==> src/rtl/sdcr_pkg.sv <==
package sdcr_pkg;

   // control word layout (field positions decoded by the controller)
   localparam int CW_W   = 11;
   localparam int IDX_W  = 6;
   localparam int B_EXP  = 6;
   localparam int B_LONG = 7;
   localparam int B_INTR = 8;
   localparam int B_PEND = 9;
   localparam int B_EN   = 10;

   typedef enum logic [2:0] {
      S_IDLE,
      S_ISSUE,
      S_LEN,
      S_DATA,
      S_FIN
   } st_t;

   typedef enum logic [1:0] {
      O_NONE,
      O_SENT,
      O_RESP,
      O_TMO
   } outc_t;

endpackage

==> src/rtl/sdcr_ctrl.sv <==
module sdcr_ctrl
   import sdcr_pkg::*;
#(
   parameter int ARG_W     = 32,
   parameter int LEN_W     = 5,
   parameter int SHORT_LEN = 4,
   parameter int LONG_LEN  = 16
) (
   input  logic             clk,
   input  logic             rst_n,
   input  logic             ctl_wr,
   input  logic [CW_W-1:0]  ctl_word,
   input  logic [ARG_W-1:0] cmd_arg,
   input  logic             req_ready,
   input  logic             hdr_valid,
   input  logic [LEN_W-1:0] hdr_len,
   input  logic             no_reply,
   input  logic             byte_valid,
   output logic [CW_W-1:0]  ctl_q,
   output logic             busy,
   output logic             req_valid,
   output logic [ARG_W-1:0] req_arg,
   output logic             hdr_ready,
   output logic             byte_ready,
   output logic             evt_resp_end,
   output logic             evt_sent,
   output logic             evt_timeout,
   output logic             buf_clr,
   output logic             buf_shift,
   output logic             buf_commit,
   output logic             buf_long
);

   localparam logic [LEN_W-1:0] L_SHORT = LEN_W'(SHORT_LEN);
   localparam logic [LEN_W-1:0] L_LONG  = LEN_W'(LONG_LEN);
   localparam logic [LEN_W-1:0] L_ONE   = LEN_W'(1);

   st_t              st, st_d;
   outc_t            outc, outc_d;
   logic [CW_W-1:0]  cw;
   logic [ARG_W-1:0] arg_q;
   logic [LEN_W-1:0] len_q, cnt;
   logic             start, unsup, last_byte, hdr_take;

   function automatic outc_t judge(input logic expect_rsp, input logic want_long,
                                   input logic [LEN_W-1:0] n);
      if (!expect_rsp)
         return O_SENT;
      else if ((n == L_SHORT && !want_long) || n == L_LONG)
         return O_RESP;
      else
         return O_TMO;
   endfunction

   assign start     = (st == S_IDLE) && ctl_wr && ctl_word[B_EN];
   assign unsup     = ctl_word[B_INTR] | ctl_word[B_PEND];
   assign last_byte = (st == S_DATA) && byte_valid && (cnt == L_ONE);
   assign hdr_take  = (st == S_LEN) && hdr_valid && !no_reply && (hdr_len != '0);

   always_comb begin
      st_d   = st;
      outc_d = outc;
      case (st)
         S_IDLE:
            if (start) begin
               if (unsup) begin
                  st_d   = S_FIN;
                  outc_d = O_TMO;
               end else begin
                  st_d   = S_ISSUE;
               end
            end
         S_ISSUE:
            if (req_ready) st_d = S_LEN;
         S_LEN:
            if (no_reply) begin
               st_d   = S_FIN;
               outc_d = O_TMO;
            end else if (hdr_valid) begin
               if (hdr_len == '0) begin
                  st_d   = S_FIN;
                  outc_d = cw[B_EXP] ? O_TMO : O_SENT;
               end else begin
                  st_d   = S_DATA;
               end
            end
         S_DATA:
            if (last_byte) begin
               st_d   = S_FIN;
               outc_d = judge(cw[B_EXP], cw[B_LONG], len_q);
            end
         S_FIN:
            st_d = S_IDLE;
         default:
            st_d = S_IDLE;
      endcase
   end

   always_ff @(posedge clk) begin
      if (!rst_n) begin
         st    <= S_IDLE;
         outc  <= O_NONE;
         cw    <= '0;
         arg_q <= '0;
         len_q <= '0;
         cnt   <= '0;
      end else begin
         st   <= st_d;
         outc <= outc_d;
         if (st == S_IDLE && ctl_wr)
            cw <= ctl_word;
         else if (st == S_FIN)
            cw[B_EN] <= 1'b0;
         if (start)
            arg_q <= cmd_arg;
         if (hdr_take) begin
            len_q <= hdr_len;
            cnt   <= hdr_len;
         end else if (st == S_DATA && byte_valid) begin
            cnt <= cnt - L_ONE;
         end
      end
   end

   assign ctl_q        = cw;
   assign busy         = (st != S_IDLE);
   assign req_valid    = (st == S_ISSUE);
   assign req_arg      = arg_q;
   assign hdr_ready    = (st == S_LEN);
   assign byte_ready   = (st == S_DATA);
   assign evt_resp_end = (st == S_FIN) && (outc == O_RESP);
   assign evt_sent     = (st == S_FIN) && (outc == O_SENT);
   assign evt_timeout  = (st == S_FIN) && (outc == O_TMO);
   assign buf_clr      = start;
   assign buf_shift    = (st == S_DATA) && byte_valid;
   assign buf_commit   = last_byte && (outc_d == O_RESP);
   assign buf_long     = (len_q == L_LONG);

endmodule

==> src/rtl/sdcr_assemble.sv <==
module sdcr_assemble #(
   parameter int WORD_W  = 32,
   parameter int N_WORDS = 4,
   parameter int BYTE_W  = 8
) (
   input  logic                      clk,
   input  logic                      rst_n,
   input  logic                      clr,
   input  logic                      shift_en,
   input  logic [BYTE_W-1:0]         byte_in,
   input  logic                      commit,
   input  logic                      commit_long,
   output logic [N_WORDS*WORD_W-1:0] resp_words
);

   localparam int BUF_W = N_WORDS * WORD_W;
   localparam logic [BUF_W-1:0] LAST_LSB =
      {{(BUF_W-1){1'b0}}, 1'b1} << ((N_WORDS - 1) * WORD_W);

   logic [BUF_W-1:0] sh, sh_d, long_img, short_img, words_q;

   always_comb begin
      if (clr)
         sh_d = '0;
      else if (shift_en)
         sh_d = {sh[BUF_W-BYTE_W-1:0], byte_in};
      else
         sh_d = sh;
   end

   // earliest bytes sit at the top of the shifter: word k comes from slot k from the top
   for (genvar k = 0; k < N_WORDS; k++) begin : g_word
      assign long_img[k*WORD_W +: WORD_W] = sh_d[BUF_W-1-k*WORD_W -: WORD_W];
   end

   assign short_img = {{(BUF_W-WORD_W){1'b0}}, sh_d[WORD_W-1:0]};

   always_ff @(posedge clk) begin
      if (!rst_n) begin
         sh      <= '0;
         words_q <= '0;
      end else begin
         sh <= sh_d;
         if (commit)
            words_q <= commit_long ? (long_img & ~LAST_LSB) : short_img;
      end
   end

   assign resp_words = words_q;

endmodule

==> src/rtl/sdcmd_capture.sv <==
module sdcmd_capture
   import sdcr_pkg::*;
#(
   parameter int ARG_W   = 32,
   parameter int WORD_W  = 32,
   parameter int N_WORDS = 4,
   parameter int LEN_W   = 5
) (
   input  logic                      clk,
   input  logic                      rst_n,
   input  logic                      ctl_wr,
   input  logic [10:0]               ctl_word,
   input  logic [ARG_W-1:0]          cmd_arg,
   output logic [10:0]               ctl_q,
   output logic                      busy,
   output logic                      req_valid,
   input  logic                      req_ready,
   output logic [5:0]                req_index,
   output logic [ARG_W-1:0]          req_arg,
   output logic                      hdr_ready,
   input  logic                      hdr_valid,
   input  logic [LEN_W-1:0]          hdr_len,
   input  logic                      no_reply,
   output logic                      byte_ready,
   input  logic                      byte_valid,
   input  logic [7:0]                byte_data,
   output logic [N_WORDS*WORD_W-1:0] resp_words,
   output logic                      evt_resp_end,
   output logic                      evt_sent,
   output logic                      evt_timeout
);

   localparam int BYTE_W    = 8;
   localparam int SHORT_LEN = WORD_W / BYTE_W;
   localparam int LONG_LEN  = SHORT_LEN * N_WORDS;

   if (WORD_W % BYTE_W != 0) begin : g_bad_word
      $error("WORD_W must be a whole number of bytes");
   end
   if (N_WORDS < 2) begin : g_bad_words
      $error("N_WORDS must be at least 2");
   end
   if ((1 << LEN_W) <= LONG_LEN) begin : g_bad_len
      $error("LEN_W too narrow for a long reply length");
   end

   logic buf_clr, buf_shift, buf_commit, buf_long;

   sdcr_ctrl #(
      .ARG_W    (ARG_W),
      .LEN_W    (LEN_W),
      .SHORT_LEN(SHORT_LEN),
      .LONG_LEN (LONG_LEN)
   ) u_ctrl (
      .clk         (clk),
      .rst_n       (rst_n),
      .ctl_wr      (ctl_wr),
      .ctl_word    (ctl_word),
      .cmd_arg     (cmd_arg),
      .req_ready   (req_ready),
      .hdr_valid   (hdr_valid),
      .hdr_len     (hdr_len),
      .no_reply    (no_reply),
      .byte_valid  (byte_valid),
      .ctl_q       (ctl_q),
      .busy        (busy),
      .req_valid   (req_valid),
      .req_arg     (req_arg),
      .hdr_ready   (hdr_ready),
      .byte_ready  (byte_ready),
      .evt_resp_end(evt_resp_end),
      .evt_sent    (evt_sent),
      .evt_timeout (evt_timeout),
      .buf_clr     (buf_clr),
      .buf_shift   (buf_shift),
      .buf_commit  (buf_commit),
      .buf_long    (buf_long)
   );

   assign req_index = ctl_q[IDX_W-1:0];

   sdcr_assemble #(
      .WORD_W (WORD_W),
      .N_WORDS(N_WORDS),
      .BYTE_W (BYTE_W)
   ) u_asm (
      .clk        (clk),
      .rst_n      (rst_n),
      .clr        (buf_clr),
      .shift_en   (buf_shift),
      .byte_in    (byte_data),
      .commit     (buf_commit),
      .commit_long(buf_long),
      .resp_words (resp_words)
   );

endmodule

==> config.mk <==
export PLATFORM = sky130hd
export DESIGN_NAME = sdcmd_capture
export DESIGN_NICKNAME = d
export VERILOG_FILES = /design/src/rtl/sdcr_pkg.sv /design/src/rtl/sdcr_ctrl.sv /design/src/rtl/sdcr_assemble.sv /design/src/rtl/sdcmd_capture.sv
export SDC_FILE = /design/constraint.sdc
export NUM_CORES = 1
export LEC_CHECK = 0
export ABC_AREA = 0
export BUFFER_PORTS_ARGS = -buffer_cell sky130_fd_sc_hd__buf_2
export CELL_PAD_IN_SITES_DETAIL_PLACEMENT = 1
export CELL_PAD_IN_SITES_GLOBAL_PLACEMENT = 2
export CORE_AREA = 2 2 195 197
export CTS_BUF_LIST = sky130_fd_sc_hd__clkbuf_16
export CTS_CLUSTER_DIAMETER = 80
export DETAILED_ROUTE_END_ITERATION = 8
export DIE_AREA = 0 0 197 199
export PLACE_DENSITY = 0.9
export SYNTH_ARGS = -nofsm -noshare
export SYNTH_HDL_FRONTEND = slang
export SYNTH_SLANG_ARGS = --single-unit
==> constraint.sdc <==
create_clock -name clk -period 2.8 [get_ports clk]
set_input_delay 0.14 -clock clk [delete_from_list [all_inputs] [get_ports clk]]
set_output_delay 0.14 -clock clk [all_outputs]
set_load 0.1 [all_outputs]
==> results_dict.tcl, run 1 <==
set metrics [dict create \
    status "completed" \
    fin_crit_ns 2.65 \
    met3_usage_pct 4.43 \
    synthFlopType "dfxtp_1" \
    area_delta_synth_final_pct 27.8 \
    cts_tree "built" \
    hpwlAfterDp_um 25200 \
    rows 71 \
    skew_ns 0.0140 \
    cp_max_fo 191 \
    syn_nets 1413 \
    drive_above_1_share_pct 20.4 \
    arrival_ns 3.10 \
    die_h_um 199 \
    final_cell_mix "dfxtp_1, nand2_1, buf_2" \
    synth-edff-count 0 \
    wl_per_cell_um 18.3 \
    path_delay_family "simple AND/OR/NAND/NOR gates" \
    worstHoldPathType "input port to flop" \
    rsz0062_at_grt "no" \
    power_density_nw_per_um2 652 \
    clkSinkCount 313 \
    track_usage_pct 19.0 \
    vias 10300 \
    synth_area_um2 12100 \
    max_freq_mhz 377 \
    ys_warn_count 0 \
    slew_viol_final 0 \
    drt_first_pass_iters 4 \
    io_buffers 245 \
    clkPwrFrac_pct 44.7 \
    drcViolationCount 0 \
    grt_pass1_vias 10700 \
    met1_usage_pct 24.7 \
    tns_ns 0 \
    p_int_mw 7.34 \
    avgSynthCellArea_um2 8.95 \
    setup_viol 0 \
    fin_crit_sh_pct 94.6 \
    p_switching_mw 2.71 \
    syn_inst 1348 \
    p_comb_share_pct 10.0 \
    grt_max_degree 192 \
    cap_violations 0 \
    leakage_nw 6.22 \
    worst-path-buf-inv 2 \
    end_kind "flop" \
    via_per_inst 4.91 \
    grt-ovfl-total 0 \
    gp_congestion 0.762 \
    pre_cts_slack_ns 0.285 \
    synthDistinctLibCells 42 \
    fp.coreArea_um2 37100 \
    worstSetupPathType "flop to flop" \
    crit_required_ns 3.25 \
    io_pins 247 \
    cts.path.max_buffers 3 \
    fp.dieW_um 197 \
    drt-initial-drc-count 451 \
    synth_seq_cells 313 \
    r2r_setup_slack_ns 0.15 \
    htreeDepth 2 \
    antenna_found_initial 1 \
    routed_wl_um 38500 \
    slowest_delay_ns 0.57 \
    ys_seq_area_share_pct 51.9 \
    hold_viol_final 0 \
    met2_usage_pct 31.3 \
    nFillCells 4347 \
    initial_core_util_pct 32.5 \
    cts-root-buf "clkbuf_16" \
    relSlewSlack_pct 13.6 \
    dieArea_um2 39200 \
    seq_power_share_pct 45.2 \
    sw_frac_of_total_pct 27.0 \
    synthArstFlopShare_pct 0 \
    clk_pin_slew_ns 0.06 \
    gr-max-usage-layer "met2" \
    fin_ws_ns 0.150 \
    ant_nets 0 \
    cts_buffers 37 \
    slowest_stage "or3_1" \
    layout_commonest_cell "dfxtp_1" \
    num-nets-final 1664 \
    crit_chain "inv_1 -> ha_1 -> nor4b_4 -> nand2_1 -> or3_4 -> buf_12 -> or3_1 -> a21oi_1" \
    irDropWorstVdd_mv 0.410 \
    grt_pass1_wl_um 59100 \
    critical_path.startpoint_type "flop" \
    tightest_slew_ns 1.30 \
    clk_latency_ns 0.53 \
]
[area by class of cell]
| class | instances | area (µm²) | share of cell area, % |
|---|---|---|---|
| Sequential cell | 313 | 6270 | 40.6 |
| Multi-Input combinational cell | 917 | 5350 | 34.7 |
| Timing Repair Buffer | 323 | 2050 | 13.3 |
| Clock buffer | 39 | 976 | 6.33 |
| Tap cell | 474 | 593 | 3.85 |
| Clock inverter | 25 | 146 | 0.949 |
| Inverter | 7 | 28.8 | 0.187 |
| Antenna cell | 1 | 2.50 | 0.0162 |
[worst register-to-register path: cells and delay by family, from the launching register on]
| family | cells | cell delay (ns) |
|---|---|---|
| buffers and inverters | 2 | 0.31 |
| adders and majority gates | 1 | 0.15 |
| DFF | 1 | 0.32 |
| and+or+nand+nor | 4 | 1.65 |
| AOI/OAI and AO/OA | 1 | 0.16 |
[state kept, by name, summed over array words and instances, names as in the netlist]
name	cells
u_ctrl.outc	2
u_ctrl.st	3
u_asm.sh	128
u_asm.resp_words	127
u_ctrl.ctl_q	11
u_ctrl.req_arg	32
u_ctrl.cnt	5
u_ctrl.len_q	5
[cell usage after synthesis (4+ instances only)]
library cell  number  share of area (%)
a21oi_1          184                7.6
o21ai_0            5               0.21
buf_1              6               0.19
buf_2             16               0.66
clkbuf_2           4               0.17
clkbuf_1          77                2.4
or3_1             96                5.0
inv_1              6               0.19
nor3_1             5               0.21
a22o_1            32                2.3
nor2_1           115                3.6
nand2_1          269                8.4
buf_4              8               0.50
dfxtp_1          313                 52
nand3_1            6               0.25
mux2i_1          168                 14
[per-layer routing]
metal	share of wire (%)	routed length (µm)
met5	0	0
met2	47	17900
met3	4.9	1880
met4	2.6	991
met1	46	17700
[repair_timing]
action                                  CTS  global route
gates resized for setup                   0             1
setup buffers                             0             0
endpoints found under the hold margin    63             0
endpoints found under the setup margin    0             2
hold buffers                             57             0
[power by group through the flow]
stage / Clock [mW] / Combinational (mW) / Sequential, mW
after detailed placement: 0 / 0.941 / 4.64
after global placement: 0 / 0.930 / 4.64
final: 4.50 / 1.01 / 4.54
after CTS: 4.63 / 1.01 / 4.54
after floorplan: 0 / 0.397 / 4.97
after global routing: 4.81 / 1.06 / 4.55
[stage by stage]
stage	util (%)	power, mW	hold slack (ns)	instance area, µm²	std cells
floorplan	-	5.37	0.276	12100	1348
global placement	36.9	5.57	0.381	13700	1977
detailed placement	36.9	5.58	0.387	13700	1977
CTS	41.5	10.2	0.0134	15400	2098
global route	41.5	10.4	0.0724	15400	2099
finish	41.5	10.0	0.0322	15400	2099
[logic make-up after synthesis]
group,Yosys count,synth area share [%]
buffers and inverters,118,4.13
XOR/XNOR,1,0.0726
adder cells (fa/ha/maj),2,0.207
AND/OR/NAND/NOR,511,18.7
multiplexers,168,13.9
flip-flops,313,51.9
other,1,0.0311
AO/OA/AOI/OAI,234,11.0
[path summary, 6_finish.rpt]
path                                 startpoint                                 end  cells past startpoint
max                  u_ctrl.cnt[1]$_SDFFE_PN0P_  u_asm.resp_words[108]$_SDFFE_PN0P_                      8
min                                   req_ready           u_ctrl.st[0]$_SDFFE_PN0P_                      4
max reg2reg          u_ctrl.cnt[1]$_SDFFE_PN0P_  u_asm.resp_words[108]$_SDFFE_PN0P_                      8
min reg2reg  u_asm.resp_words[123]$_SDFFE_PN0P_  u_asm.resp_words[123]$_SDFFE_PN0P_                      2
No activity file was read; power rests on OpenSTA's default activity.
==> inputs of run 2 (changes only) <==
--- a/config.mk
+++ b/config.mk
@@ -11,7 +11,7 @@
 export CELL_PAD_IN_SITES_GLOBAL_PLACEMENT = 2
 export CORE_AREA = 2 2 195 197
 export CTS_BUF_LIST = sky130_fd_sc_hd__clkbuf_16
-export CTS_CLUSTER_DIAMETER = 80
+export CTS_CLUSTER_DIAMETER = 200
 export DETAILED_ROUTE_END_ITERATION = 8
 export DIE_AREA = 0 0 197 199
 export PLACE_DENSITY = 0.9
==> constraint.sdc (replaced) <==
create_clock -name clk -period 2.8 [get_ports clk]
set_input_delay 0.42 -clock clk [delete_from_list [all_inputs] [get_ports clk]]
set_output_delay 0.42 -clock clk [all_outputs]
set_load 0.1 [all_outputs]
==> run 2 against run 1 <==
Combinational power down 7%. Non-clock buffer count is 58 lower. First-iteration DRC count grew 8.4%. Global-route usage about the same. Design area fell by 3.2%. Sequential share of layout area is 1.4 points higher. Die area unchanged. Flip-flop and latch count did not move. Hold slack better by 0.10 ns. Highest routed layer unchanged. Utilization down 1.3 points. Wire length shrank 0.92%. Via count down 2.0%.
==> results_dict.tcl, run 2 (synthesized netlist as in run 1, its figures left out) <==
set metrics [dict create \
    reg2reg_depth 8 \
    io_buffers 245 \
    layout_commonest_cell "dfxtp_1" \
    regArea_um2 6270 \
    cts_tree "built" \
    clk_latency_ns 0.53 \
    worst-path-buf-inv 2 \
    slowest_delay_ns 0.62 \
    vias 10100 \
    routed_wl_um 38100 \
    drt-initial-drc-count 489 \
    finalNonFillerCells 2042 \
    slowest_stage "or3_4" \
    power_density_nw_per_um2 688 \
    top_register "u_asm.sh" \
    grt_pass1_vias 10300 \
    hold_buffers 0 \
    crit_chain "inv_1 -> ha_1 -> nor4b_2 -> nand2_1 -> or3_4 -> buf_12 -> or3_1 -> a21oi_1" \
    grt-ovfl-total 0 \
    slew_viol_final 0 \
    initial_core_util_pct 32.5 \
    clk_pin_slew_ns 0.06 \
    worstHoldPathType "input port to flop" \
    post_cts_resized 0 \
    p_total_mw 10.3 \
    rsz0062_at_grt "no" \
    cap_violations 0 \
    max_freq_mhz 389 \
    fin_crit_sh_pct 91.7 \
    irDropWorstVdd_mv 0.330 \
    num-nets-final 1606 \
    io_pins 247 \
    tightest_slew_ns 1.23 \
    utilization_pct 40.2 \
    dieArea_um2 39200 \
    die_h_um 199 \
    drcViolationCount 0 \
    tns_ns 0 \
    cp-endpoint "u_asm.resp_words[86]$_SDFFE_PN0P_" \
    rows 71 \
    critPathLaunch "u_ctrl.cnt[1]$_SDFFE_PN0P_" \
    end_kind "flop" \
    hpwlAfterDp_um 25900 \
    cts_setup_buffers 0 \
    final_area_um2 14900 \
    gp_congestion 0.758 \
    setup_viol 0 \
    area_delta_synth_final_pct 23.7 \
    crit_required_ns 3.23 \
    nFillCells 4325 \
    path_delay_family "simple AND/OR/NAND/NOR gates" \
    ant_nets 0 \
    fp.dieW_um 197 \
    sw_frac_of_total_pct 26.5 \
    largest_register_ffs 128 \
    grt_max_degree 151 \
    track_usage_pct 19.1 \
    cp_max_fo 60 \
    multi_input_area_um2 5340 \
    cts-root-buf "clkbuf_16" \
    dp.cells 1976 \
    critical_path_depth 8 \
    postPlaceCellArea_um2 13700 \
    rr_startpoint "u_ctrl.cnt[1]$_SDFFE_PN0P_" \
    via_per_inst 4.95 \
    r2r_setup_slack_ns 0.23 \
    cts.path.max_buffers 3 \
    hold_viol_final 0 \
    antenna_found_initial 0 \
    critical_path.startpoint_type "flop" \
    cts_buffers 37 \
    p_int_mw 7.55 \
    final_cell_mix "dfxtp_1, nand2_1, buf_2" \
    drt_first_pass_iters 4 \
    relSlewSlack_pct 17.8 \
    worstSetupPathType "flop to flop" \
    wl_per_cell_um 18.7 \
    leakage_nw 6.01 \
    fin_crit_ns 2.57 \
    p_comb_share_pct 9.1 \
    htreeDepth 2 \
    rr_endpoint "u_asm.resp_words[86]$_SDFFE_PN0P_" \
    p_switching_mw 2.72 \
    clkPwrFrac_pct 46.7 \
    grt_pass1_wl_um 59000 \
    arrival_ns 3.00 \
    seq_power_share_pct 44.2 \
    clkSinkCount 313 \
    skew_ns 0.0238 \
    drive_above_1_share_pct 21.1 \
    antenna_cells 0 \
    fp.coreArea_um2 37100 \
    status "completed" \
]
-- run 2: routing by layer --
| layer | track usage, % | share of wire (%) | vias up |
|---|---|---|---|
| met5 | 0 | 0 | - |
| met4 | 4.57 | 1.6 | 0 |
| met3 | 4.15 | 4.6 | 39 |
| met2 | 31.4 | 47 | 169 |
| met1 | 25.4 | 47 | 4939 |
| li1 | - | - | 4960 |
-- run 2: tightest hold or removal path, delay by kind of cell --
family          cells  cell delay, ns
compound gates      1            0.05
simple gates        1            0.05
buf+inv             1            0.09
-- run 2: layout make-up --
cell class | count | share of cell area (%)
Inverter | 7 | 0.193
Clock buffer | 37 | 6.21
Timing Repair Buffer | 265 | 10.1
Clock inverter | 29 | 1.75
Tap cell | 474 | 3.97
Multi-Input combinational cell | 917 | 35.8
Sequential cell | 313 | 42.0
-- run 2: worst min path at each step --
stage,to,depth (start not counted),slack (ns),start
floorplan,u_asm.sh[127]$_SDFF_PN0_,2,0.43,u_asm.sh[127]$_SDFF_PN0_
global placement,u_asm.resp_words[115]$_SDFFE_PN0P_,2,0.43,u_asm.resp_words[115]$_SDFFE_PN0P_
detailed placement,u_asm.resp_words[48]$_SDFFE_PN0P_,2,0.44,u_asm.resp_words[48]$_SDFFE_PN0P_
CTS,u_ctrl.req_arg[4]$_SDFFE_PN0N_,3,0.11,cmd_arg[4]
global route,u_ctrl.req_arg[21]$_SDFFE_PN0N_,3,0.12,cmd_arg[21]
finish,u_ctrl.req_arg[4]$_SDFFE_PN0N_,3,0.14,cmd_arg[4]
-- run 2: metrics by stage --
stage	hold slack, ns	setup slack (ns)
finish	0.135	0.232
global route	0.121	0.0457
CTS	0.112	0.208
detailed placement	0.442	0.237
global placement	0.435	0.294
floorplan	0.431	0.285
-- run 2: power by group through the flow --
stage	clock network [mW]	registers [mW]	logic [mW]
floorplan	0	4.97	0.397
global placement	0	4.64	0.933
detailed placement	0	4.64	0.943
CTS	4.92	4.54	0.944
global route	5.11	4.55	0.993
finish	4.79	4.54	0.935
